`src/rtl/rxt_pkg.sv`:
```
package rxt_pkg;

   // Bus timing mode codes presented on mode_i
   typedef enum logic [2:0] {
      BUS_LEGACY = 3'd0,
      BUS_SDR50  = 3'd1,
      BUS_DDR50  = 3'd2,
      BUS_SDR104 = 3'd3,
      BUS_MMC_HS = 3'd4,
      BUS_MMC_DD = 3'd5,
      BUS_HS200  = 3'd6,
      BUS_HS400  = 3'd7
   } bus_mode_e;

   // Sequencer states
   typedef enum logic [3:0] {
      T_IDLE,
      T_SW_GO,
      T_SW_WAIT,
      T_SW_XFER,
      T_SW_END,
      T_FIN_GO,
      T_FIN_WAIT,
      T_GAP_XFER,
      T_GAP_NEXT
   } tune_st_e;

   // Load unit states
   typedef enum logic [1:0] {
      A_IDLE,
      A_HIGH,
      A_GAP
   } load_st_e;

   function automatic logic mode_tunes(input logic [2:0] m);
      return (m == BUS_SDR104) || (m == BUS_HS200);
   endfunction

endpackage

```
`src/rtl/rxt_load.sv`:
```
module rxt_load
   import rxt_pkg::*;
#(
   parameter int REPS = 2,
   parameter int TMO  = 16
)(
   input  logic clk,
   input  logic rst_n,
   input  logic go_i,
   input  logic ack_i,
   output logic upd_o,
   output logic fin_o,
   output logic ok_o
);

   localparam int TW = $clog2(TMO + 1);
   localparam int RW = (REPS > 1) ? $clog2(REPS) : 1;

   if (REPS < 1) begin : g_bad_reps
      $error("rxt_load: REPS must be at least 1");
   end
   if (TMO < 1) begin : g_bad_tmo
      $error("rxt_load: TMO must be at least 1");
   end

   load_st_e        st_q;
   logic [TW-1:0]   tmr_q;
   logic            last_rep;
   logic            fin_q;
   logic            ok_q;
   logic            tmr_hit;

   assign tmr_hit = (tmr_q == TW'(TMO - 1));

   if (REPS > 1) begin : g_multi
      logic [RW-1:0] rep_q;
      always_ff @(posedge clk or negedge rst_n) begin
         if (!rst_n) begin
            rep_q <= '0;
         end else if (go_i) begin
            rep_q <= '0;
         end else if (st_q == A_HIGH && ack_i && !last_rep) begin
            rep_q <= rep_q + RW'(1);
         end
      end
      assign last_rep = (rep_q == RW'(REPS - 1));
   end else begin : g_single
      assign last_rep = 1'b1;
   end

   always_ff @(posedge clk or negedge rst_n) begin
      if (!rst_n) begin
         st_q  <= A_IDLE;
         tmr_q <= '0;
         fin_q <= 1'b0;
         ok_q  <= 1'b0;
      end else begin
         fin_q <= 1'b0;
         case (st_q)
            A_IDLE: begin
               if (go_i) begin
                  st_q  <= A_HIGH;
                  tmr_q <= '0;
               end
            end
            A_HIGH: begin
               if (ack_i) begin
                  if (last_rep) begin
                     st_q  <= A_IDLE;
                     fin_q <= 1'b1;
                     ok_q  <= 1'b1;
                  end else begin
                     st_q <= A_GAP;
                  end
               end else if (tmr_hit) begin
                  st_q  <= A_IDLE;
                  fin_q <= 1'b1;
                  ok_q  <= 1'b0;
               end else begin
                  tmr_q <= tmr_q + TW'(1);
               end
            end
            A_GAP: begin
               st_q  <= A_HIGH;
               tmr_q <= '0;
            end
            default: st_q <= A_IDLE;
         endcase
      end
   end

   assign upd_o = (st_q == A_HIGH);
   assign fin_o = fin_q;
   assign ok_o  = ok_q;

   // a silent delay line releases the request and reports failure
   p_tmo_release_r3: assert property (@(posedge clk) disable iff (!rst_n)
      (upd_o && !ack_i && tmr_hit) |=> (!upd_o && fin_o && !ok_o));

   // the wait counter never passes the timeout
   p_tmr_bound_r3: assert property (@(posedge clk) disable iff (!rst_n)
      upd_o |-> (tmr_q < TW'(TMO)));

   // an acknowledged load that is not the last drops the request for a cycle then re-raises
   p_reload_r2: assert property (@(posedge clk) disable iff (!rst_n)
      (upd_o && ack_i && !last_rep) |=> (!upd_o && !fin_o) ##1 upd_o);

   p_fin_pulse_r2: assert property (@(posedge clk) disable iff (!rst_n)
      fin_o |=> !fin_o);

endmodule

```
`src/rtl/rxt_window.sv`:
```
module rxt_window #(
   parameter int STEPS = 40,
   parameter int IW    = 6
)(
   input  logic          clk,
   input  logic          rst_n,
   input  logic          clr_i,
   input  logic          upd_i,
   input  logic          pass_i,
   input  logic [IW-1:0] idx_i,
   output logic [$clog2(STEPS+1)-1:0] best_len_o,
   output logic [IW-1:0] centre_o
);

   localparam int LW = $clog2(STEPS + 1);

   if (STEPS < 1 || STEPS > (1 << IW)) begin : g_bad_steps
      $error("rxt_window: STEPS must fit the index width");
   end

   logic [LW-1:0] cur_q;
   logic [LW-1:0] best_q;
   logic [IW-1:0] end_q;
   logic [LW-1:0] cur_nx;

   assign cur_nx = cur_q + LW'(1);

   always_ff @(posedge clk or negedge rst_n) begin
      if (!rst_n) begin
         cur_q  <= '0;
         best_q <= '0;
         end_q  <= '0;
      end else if (clr_i) begin
         cur_q  <= '0;
         best_q <= '0;
         end_q  <= '0;
      end else if (upd_i) begin
         if (pass_i) begin
            cur_q <= cur_nx;
            if (cur_nx > best_q) begin
               best_q <= cur_nx;
               end_q  <= idx_i;
            end
         end else begin
            cur_q <= '0;
         end
      end
   end

   assign best_len_o = best_q;
   assign centre_o   = end_q - IW'(best_q >> 1);

   // the running streak never exceeds the recorded best
   p_streak_le_best_r5: assert property (@(posedge clk) disable iff (!rst_n)
      cur_q <= best_q);

   // the best length never shrinks within one sweep
   p_best_grows_r5: assert property (@(posedge clk) disable iff (!rst_n)
      !clr_i |=> (best_q >= $past(best_q)));

   // a failed step empties the streak
   p_fail_clears_r4: assert property (@(posedge clk) disable iff (!rst_n)
      (upd_i && !pass_i && !clr_i) |=> (cur_q == '0));

endmodule

```
`src/rtl/rx_sample_tuner.sv`:
```
module rx_sample_tuner
   import rxt_pkg::*;
#(
   parameter int TUNE_W     = 6,
   parameter int TUNE_STEPS = 40,
   parameter int GAP_W      = 4,
   parameter int GAP_MAX    = 15,
   parameter int LOAD_REPS  = 2,
   parameter int LOAD_TMO   = 16,
   parameter int IFMODE_W   = 6,
   parameter int IFMODE_VAL = 'h23
)(
   input  logic                clk,
   input  logic                rst_n,
   input  logic                start_i,
   input  logic [2:0]          mode_i,
   output logic                upd_o,
   input  logic                upd_ack_i,
   output logic [TUNE_W-1:0]   tune_o,
   output logic                xfer_req_o,
   output logic                xfer_gap_o,
   input  logic                xfer_done_i,
   input  logic                xfer_pass_i,
   output logic [IFMODE_W-1:0] ifmode_o,
   output logic [GAP_W-1:0]    gap_o,
   output logic                busy_o,
   output logic                done_o,
   output logic                err_o
);

   localparam int LW = $clog2(TUNE_STEPS + 1);
   localparam logic [TUNE_W-1:0]   LAST_IDX = TUNE_W'(TUNE_STEPS - 1);
   localparam logic [GAP_W-1:0]    GAP_TOP  = GAP_W'(GAP_MAX);
   localparam logic [IFMODE_W-1:0] IF_CODE  = IFMODE_W'(IFMODE_VAL);

   if (TUNE_STEPS < 1 || TUNE_STEPS > (1 << TUNE_W)) begin : g_bad_steps
      $error("rx_sample_tuner: TUNE_STEPS must fit TUNE_W");
   end
   if (GAP_MAX < 0 || GAP_MAX >= (1 << GAP_W)) begin : g_bad_gap
      $error("rx_sample_tuner: GAP_MAX must fit GAP_W");
   end
   if (IFMODE_VAL >= (1 << IFMODE_W)) begin : g_bad_if
      $error("rx_sample_tuner: IFMODE_VAL must fit IFMODE_W");
   end

   tune_st_e              st_q;
   logic [2:0]            mode_q;
   logic [TUNE_W-1:0]     tval_q;
   logic [GAP_W-1:0]      gap_q;
   logic [IFMODE_W-1:0]   if_q;
   logic                  done_q;
   logic                  err_q;

   logic                  load_go;
   logic                  load_fin;
   logic                  load_ok;
   logic                  win_clr;
   logic                  win_upd;
   logic                  win_pass;
   logic [LW-1:0]         best_len;
   logic [TUNE_W-1:0]     centre;
   logic                  take_start;

   assign take_start = (st_q == T_IDLE) && start_i;
   assign load_go    = (st_q == T_SW_GO) || (st_q == T_FIN_GO);
   assign win_clr    = take_start;
   assign win_upd    = ((st_q == T_SW_WAIT) && load_fin && !load_ok)
                     || ((st_q == T_SW_XFER) && xfer_done_i);
   assign win_pass   = (st_q == T_SW_XFER) && xfer_pass_i;

   rxt_load #(
      .REPS (LOAD_REPS),
      .TMO  (LOAD_TMO)
   ) u_load (
      .clk   (clk),
      .rst_n (rst_n),
      .go_i  (load_go),
      .ack_i (upd_ack_i),
      .upd_o (upd_o),
      .fin_o (load_fin),
      .ok_o  (load_ok)
   );

   rxt_window #(
      .STEPS (TUNE_STEPS),
      .IW    (TUNE_W)
   ) u_window (
      .clk        (clk),
      .rst_n      (rst_n),
      .clr_i      (win_clr),
      .upd_i      (win_upd),
      .pass_i     (win_pass),
      .idx_i      (tval_q),
      .best_len_o (best_len),
      .centre_o   (centre)
   );

   always_ff @(posedge clk or negedge rst_n) begin
      if (!rst_n) begin
         st_q   <= T_IDLE;
         mode_q <= '0;
         tval_q <= '0;
         gap_q  <= '0;
         if_q   <= '0;
         done_q <= 1'b0;
         err_q  <= 1'b0;
      end else begin
         done_q <= 1'b0;
         case (st_q)
            T_IDLE: begin
               if (start_i) begin
                  mode_q <= mode_i;
                  err_q  <= 1'b0;
                  if (mode_tunes(mode_i)) begin
                     tval_q <= '0;
                     st_q   <= T_SW_GO;
                  end else begin
                     done_q <= 1'b1;
                  end
               end
            end
            T_SW_GO: st_q <= T_SW_WAIT;
            T_SW_WAIT: begin
               if (load_fin && load_ok) begin
                  st_q <= T_SW_XFER;
               end
            end
            T_SW_XFER: ;
            T_SW_END: begin
               if (best_len == '0) begin
                  done_q <= 1'b1;
                  err_q  <= 1'b1;
                  st_q   <= T_IDLE;
               end else begin
                  tval_q <= centre;
                  st_q   <= T_FIN_GO;
               end
            end
            T_FIN_GO: st_q <= T_FIN_WAIT;
            T_FIN_WAIT: begin
               if (load_fin) begin
                  if (!load_ok) begin
                     done_q <= 1'b1;
                     err_q  <= 1'b1;
                     st_q   <= T_IDLE;
                  end else if (mode_q == BUS_HS200) begin
                     if_q  <= IF_CODE;
                     gap_q <= '0;
                     st_q  <= T_GAP_XFER;
                  end else begin
                     done_q <= 1'b1;
                     st_q   <= T_IDLE;
                  end
               end
            end
            T_GAP_XFER: begin
               if (xfer_done_i) begin
                  if (xfer_pass_i) begin
                     done_q <= 1'b1;
                     st_q   <= T_IDLE;
                  end else if (gap_q == GAP_TOP) begin
                     done_q <= 1'b1;
                     err_q  <= 1'b1;
                     st_q   <= T_IDLE;
                  end else begin
                     gap_q <= gap_q + GAP_W'(1);
                     st_q  <= T_GAP_NEXT;
                  end
               end
            end
            T_GAP_NEXT: st_q <= T_GAP_XFER;
            default: st_q <= T_IDLE;
         endcase

         // sweep step end: advance the index or close the sweep
         if (win_upd) begin
            if (tval_q == LAST_IDX) begin
               st_q <= T_SW_END;
            end else begin
               tval_q <= tval_q + TUNE_W'(1);
               st_q   <= T_SW_GO;
            end
         end
      end
   end

   assign tune_o     = tval_q;
   assign gap_o      = gap_q;
   assign ifmode_o   = if_q;
   assign busy_o     = (st_q != T_IDLE);
   assign done_o     = done_q;
   assign err_o      = err_q;
   assign xfer_req_o = (st_q == T_SW_XFER) || (st_q == T_GAP_XFER);
   assign xfer_gap_o = (st_q == T_GAP_XFER);

   // completion is a single-cycle pulse
   p_done_pulse_r11: assert property (@(posedge clk) disable iff (!rst_n)
      done_o |=> !done_o);

   // a new error flag only appears together with completion
   p_err_with_done_r11: assert property (@(posedge clk) disable iff (!rst_n)
      $rose(err_o) |-> done_o);

   // load and transfer handshakes never overlap
   p_one_side_r2: assert property (@(posedge clk) disable iff (!rst_n)
      !(upd_o && xfer_req_o));

   // a start during a run leaves the captured mode alone
   p_start_ignored_r12: assert property (@(posedge clk) disable iff (!rst_n)
      (busy_o && start_i) |=> $stable(mode_q));

   // gap reads only happen in HS200 after the mode code is set
   p_gap_mode_r9: assert property (@(posedge clk) disable iff (!rst_n)
      xfer_gap_o |-> ((ifmode_o == IF_CODE) && (mode_q == BUS_HS200)));

   // an idle sequencer drives no handshake
   p_idle_quiet_r8: assert property (@(posedge clk) disable iff (!rst_n)
      !busy_o |-> (!upd_o && !xfer_req_o));

   // sweep indices stay inside the swept range
   p_sweep_range_r1: assert property (@(posedge clk) disable iff (!rst_n)
      (xfer_req_o && !xfer_gap_o) |-> (tval_q <= LAST_IDX));

endmodule

```
`config.mk`:
```
export PLATFORM = sky130hd
export DESIGN_NAME = rx_sample_tuner
export DESIGN_NICKNAME = d
export VERILOG_FILES = /design/src/rtl/rxt_pkg.sv /design/src/rtl/rxt_load.sv /design/src/rtl/rxt_window.sv /design/src/rtl/rx_sample_tuner.sv
export SDC_FILE = /design/constraint.sdc
export NUM_CORES = 1
export LEC_CHECK = 0
export ABC_AREA = 0
export CAP_MARGIN = 10
export CORE_MARGIN = 2
export CORE_UTILIZATION = 40
export DETAILED_ROUTE_END_ITERATION = 12
export PLACE_DENSITY_LB_ADDON = 0.12
export SYNTH_ARGS = -nofsm -noshare
export SYNTH_HDL_FRONTEND = slang
export SYNTH_HIERARCHICAL = 1
export SYNTH_SLANG_ARGS = --single-unit
```
`constraint.sdc`:
```
create_clock -name clk -period 2.6 [get_ports clk]
set_input_delay 0.26 -clock clk [delete_from_list [all_inputs] [get_ports clk]]
set_output_delay 0.26 -clock clk [all_outputs]
set_load 0.005 [all_outputs]
```
=== Word level (Yosys, flattened, before mapping) ===
Index checks and enable logic that the tools add are counted.

* Bits in registers: 48
* Logic and storage cells: 167

* Add/subtract/negate cells: 6
* Order comparisons: 1
* Eq/ne operators: 37
* Muxes and demuxes: 73
* Reduce and logical (&&, ||, !) cells: 35

{| class="wikitable"
|+ Operators by type and width
! kind !! count
|-
| $mux 6 || 16
|-
| $mux 4 || 14
|-
| $pmux 4 s9 || 1
|-
| $mux 1 || 25
|-
| $ne 2x2->1 const B || 9
|-
| $eq 4x3->1 const B || 4
|-
| $mux 5 || 3
|-
| $ne 3x1->1 const B || 5
|-
| $pmux 5 s3 || 1
|-
| $add 6x1->6 const B || 2
|-
| $mux 3 || 4
|-
| $ne 2x1->1 const B || 6
|-
| $pmux 6 s2 || 1
|-
| $reduce_bool 2->1 || 6
|-
| $eq 4x2->1 const B || 2
|-
| $eq 4x4->1 const B || 2
|-
| $logic_and 1x1->1 || 8
|-
| $mux 2 || 4
|-
| $pmux 1 s4 || 2
|-
| $pmux 4 s2 || 1
|-
| $reduce_and 4->1 || 2
|-
| $reduce_and 8->1 || 1
|-
| $reduce_bool 4->1 || 2
|-
| $reduce_and 7->1 || 1
|-
| 23 further kinds || 30
|}

=== Longest topological paths before layout ===
* Word-level depth: 7
* Mapped depth: 10
* Mapped depth without buffers: 9

=== Hierarchy ===
The synthesis kept the hierarchy.

{| class="wikitable"
|+ Modules (own cells, without submodules)
! module !! instances !! cells each !! area each (µm²) !! seq. area each (µm²)
|-
| rx_sample_tuner || 1 || 153 || 1412.6 || 500.5
|-
| rxt_window || 1 || 140 || 1382.6 || 450.4
|-
| rxt_load || 1 || 40 || 464.2 || 250.2
|}

=== Least setup slack after synthesis ===
OpenSTA, ideal clock, no wires.

* Path type: flip-flop to flip-flop
* Start: reg u_window.cur_q[0]
* End: reg u_window.best_q[0] (netlist: u_window/best_len_o[0])
* Library setup time: 125 ps
* Arrival: 2288 ps
* Required time: 2475 ps
* Setup slack: 187 ps
* Cell stages (with the launch flop): 9
* Path buffers: 0
* Clock period less this slack: 2413 ps
* Path through: dfrtp_1 -> nand3_1 -> o21a_1 -> or2_2 -> ha_1 -> and4_4 -> a31o_1 -> a31oi_4 -> mux2_2

* Cells in the longest elaborated chain, start to end: 5
* Elaborated cells between the ends (all ways): 8
* Those cells by class: add/sub: 1; order compare: 1; mux: 4; reduce/logical: 2

{| class="wikitable"
|+ Ends and longest elaborated chain
! element !! RTL line !! source
|-
| start, declared || rxt_window.sv:21 || <nowiki>logic [LW-1:0] cur_q;</nowiki>
|-
| start signal, assigned || rxt_window.sv:39 || <nowiki>cur_q <= cur_nx;</nowiki>
|-
| $add 6x1->6 (*) || rxt_window.sv:26 || <nowiki>assign cur_nx = cur_q + LW'(1);</nowiki>
|-
| branches (longest 4 deep; another with $gt 6x6->1) || n/a ||
|-
| end signal, assigned || rxt_window.sv:41 || <nowiki>best_q <= cur_nx;</nowiki>
|-
| end, declared || rxt_window.sv:22 || <nowiki>logic [LW-1:0] best_q;</nowiki>
|}

Every way passes the cells marked *. The select of a mux whose other input is x is not followed.
A chain may end at the register's enable or synchronous reset.

=== Final worst setup path ===
* Start: reg u_window.cur_q[2]
* End: reg u_window.best_q[0] (netlist: u_window/best_len_o[0])

* Cells in the longest elaborated chain, start to end: 4

{| class="wikitable"
|+ Ends and longest elaborated chain
! element !! RTL line !! source
|-
| $add 6x1->6 || rxt_window.sv:26 ||
|-
| $gt 6x6->1 || rxt_window.sv:40 || <nowiki>if (cur_nx > best_q) begin</nowiki>
|-
| $reduce_bool 2->1 (no source line) || n/a ||
|-
| $reduce_and 3->1 (no source line) || n/a ||
|}

No other way between the ends.

==> results.toml <==
[status]
status = "finished clean"

[logic_synthesis]
synth_top_area_share_pct = 36.9
syn_inst = 333
synthesis.area_mm2 = 0.00326
synth-seq-cells = 48
ys_seq_area_share_pct = 36.9
synth_ff_type = "dfrtp_1"
synth_top_area_cell = "dfrtp_1"
synth_edf_count = 0
syn_avg_cell_area_um2 = 9.79
synth.area.top_cells = "dfrtp_1 (37%), ha_1 (6.1%), mux2i_1 (4.6%)"
yosysUniqueCellTypes = 76
synthArstFlopShare_pct = 100
synth_warnings = 6

[critical_path]
crit_arrival_ns = 2.67
critPathRequiredTime_ns = 2.80
cp-end-kind = "flop"
path_cells = "nand3_2, o21a_1, or2_2, ha_1, and4_4, a31o_1, a31oi_4, mux2_2"
worst_setup_path_start_kind = "flop"
critPathSlowestCell = "dfrtp_1"
max_stage_delay_ns = 0.44
setup.worst_path.class = "flop to flop"
worstPathMaxFanout = 5

[global_routing]
grt_pass1_wl_um = 12200
grt.overflow.total = 0
grt_usage_pct = 17.2
grt_max_degree = 37
antenna_found_initial = 0
first_global_vias = 2606

[floorplan]
core_area_mm2 = 0.00781
rows = 32
dieArea_mm2 = 0.00889
die_width_um = 94.3
initial_utilization_pct = 41.7
die_h_um = 94.3
io_pins = 31

[clock_network]
cts_tree = "built"
clkTransAtPathRegs_ns = 0.10
clk_latency_ns = 0.30
clockBufferDepth = 2
numClockSinks = 48
htree_levels = 2
cts_buffers = 5
ctsRootBufferMaster = "clkbuf_8"

[pwr]
intPower_mw = 2.24
pwr-share-seq_pct = 33.6
p_switching_mw = 1.26
power.density_mw_per_mm2 = 913
comb_power_share_pct = 45.0
ir_drop_v = 0.000477
swShare_pct = 35.9
p_leak_nw = 1.67
p_clk_share_pct = 21.4

[flow_run]
cap_violations = 0

[detailed_routing]
drt_iter0_markers = 114
vias = 2499
ant_nets = 0
dr.pass1.iters = 4
vias_per_cell = 5.32
drc = 0
wire_per_inst_um = 14.8
routed_wl_um = 6980

[timing]
slew_headroom_pct = 63.4
post-route-period-util_pct = 95.1
fmax_mhz = 404
final_hold_viol_count = 0
timing.hold.ws_ns = 0.371
setup_tns_ns = 0
setup_slack_ns = 0.127
fin_skew_ns = 0.00766
tightest_slew_ns = 0.543
rsz0062_at_grt = "no"
drv_slew = 0
setup_viol = 0
final.min_clock_period_ns = 2.47

[final_layout]
nets = 393
utilization_pct = 49.1
drive_above_1_share_pct = 19.6
layoutNonFillerInstCount = 470
diodes = 0
syn2layout_area_growth_pct = 17.6

[place]
place_hpwl_um = 5200
dp_slack_ns = 0.0675
port_buffers = 27
gp_congestion = 0.827
dp.cells = 460

[hold_path]
min_path_type = "input pin to asynchronous set/reset pin"
==> power by group through the flow <==
| stage | Combinational (mW) | Sequential [mW] | Clock [mW] |
|---|---|---|---|
| final | 1.58 | 1.18 | 0.748 |
| after global routing | 1.75 | 1.21 | 0.797 |
| after CTS | 1.58 | 1.17 | 0.765 |
| after detailed placement | 1.57 | 1.19 | 0 |
| after global placement | 1.57 | 1.18 | 0 |
| after floorplan | 1.12 | 1.11 | 0 |
==> path summary, 6_finish.rpt <==
| path | from | endpoint | slack [ns] | cells after the start |
|---|---|---|---|---|
| worst max-delay path | u_window/cur_q[2]$_DFFE_PN0P_ | u_window/best_len_o[0]$_DFFE_PN0P_ | 0.13 | 8 |
| worst min-delay path | rst_n | tune_o[3]$_DFF_PN0_ | 0.37 | 2 |
| worst max register to register | u_window/cur_q[2]$_DFFE_PN0P_ | u_window/best_len_o[0]$_DFFE_PN0P_ | 0.13 | 8 |
| worst min register to register | u_load/tmr_q[3]$_DFFE_PN0P_ | u_load/tmr_q[3]$_DFFE_PN0P_ | 0.48 | 1 |
| max in group asynchronous | rst_n | u_window/cur_q[0]$_DFFE_PN0P_ | 1.45 | 3 |
| min in group clk | u_load/tmr_q[3]$_DFFE_PN0P_ | u_load/tmr_q[3]$_DFFE_PN0P_ | 0.48 | 1 |
==> per-stage QoR <==
| step | power (mW) | area, um2 |
|---|---|---|
| 6_report | 3.50 | 3830 |
| 3_3_place_gp | 2.75 | 3640 |
| 3_5_place_dp | 2.76 | 3640 |
| 4_1_cts | 3.52 | 3810 |
| 2_1_floorplan | 2.23 | 3270 |
| 5_1_grt | 3.76 | 3830 |
==> worst max-delay path: cells and delay by family (launching register included) <==
family	cells	cell delay (ns)
multiplexers	1	0.36
adder cells (fa/ha/maj)	1	0.31
AND/OR/NAND/NOR	3	0.60
AO/OA/AOI/OAI	3	0.66
flip-flops	1	0.44
==> synth_stat cells, drive strengths merged, types with 2 or more instances <==
master   instances
buf             13
dfrtp           48
nor2b            8
mux2             7
nor4             3
and3b            3
clkbuf           4
and3             3
nand4            3
inv             23
nor2            15
and2b            2
a22o             2
a2111oi          3
or2              2
a31oi            3
nor3             7
a21oi           21
o21ai           17
o211ai           2
nand3b           2
a21o             3
and2             5
a221oi           3
nand3           14
nor4b            2
mux2i           15
nand2           21
ha              16
a221o            4
or2b            19
xnor2            6
o21bai           3
o22ai            2
nand2b           7
==> cells by family after synthesis <==
group                      after synthesis  share of synthesized area (%)
AOI/OAI and AO/OA                       74                           16.1
xor gates and xnor gates                 7                           2.11
adders and majority gates               17                           6.76
buffers and inverters                   41                           6.41
DFF                                     48                           36.9
muxes                                   22                           7.02
other                                    1                          0.115
and+or+nand+nor                        123                           24.6
==> area by class of cell <==
class,count,area (um2)
clock inverters,3,90.1
inverters,24,91.3
clock buffers,5,68.8
multi-input cells,246,1870
flip-flops and latches,48,1200
well taps,102,128
fillers,745,3970
repair buffers,42,388
==> sequential cells by signal (all words and copies together), names as in the netlist <==
name / count
u_window/cur_q: 6
u_load/ok_o: 1
u_load/g_multi.rep_q: 1
u_load/fin_o: 1
mode_q: 3
tune_o: 6
u_load/st_q: 2
st_q: 4
u_window/end_q: 6
ifmode_o: 1
done_o: 1
gap_o: 4
err_o: 1
u_window/best_len_o: 6
u_load/tmr_q: 5
==> layout by cell type, fill, tap and decap left out, types with 3 or more instances in the layout <==
master / instances
ha_1: 16
conb_1: 3
or2b_2: 17
o21bai_1: 3
mux2_2: 6
a221o_1: 4
mux2i_1: 14
a21oi_1: 20
clkbuf_8: 5
nand3_1: 13
xnor2_1: 5
o21ai_1: 4
and2_1: 3
dfrtp_1: 47
clkdlybuf4s50_1: 26
bufinv_16: 3
nand4_1: 3
and3_1: 3
nor2_1: 15
nor3_1: 6
buf_4: 13
inv_1: 23
a221oi_1: 3
nor2b_1: 8
nand2_1: 20
o21ai_0: 13
nand2b_1: 7
and3b_1: 3
==> metal layers <==
| layer | global-route usage, % | share of wire (%) | vias to the layer above |
|---|---|---|---|
| met2 | 28.9 | 46 | 32 |
| met3 | 3.13 | 2.5 | 8 |
| met5 | 0 | 0 | - |
| li1 | - | - | 1250 |
| met1 | 23.0 | 50 | 1209 |
| met4 | 4.11 | 1.3 | 0 |
==> what timing repair did <==
action                                 CTS  global route
buffers inserted                         0             1
gates resized for setup                  0             5
endpoints found under the hold margin   12             0
hold buffers                             1             0
setup endpoints to repair                0            12
Power figures use the tool's default switching activity.
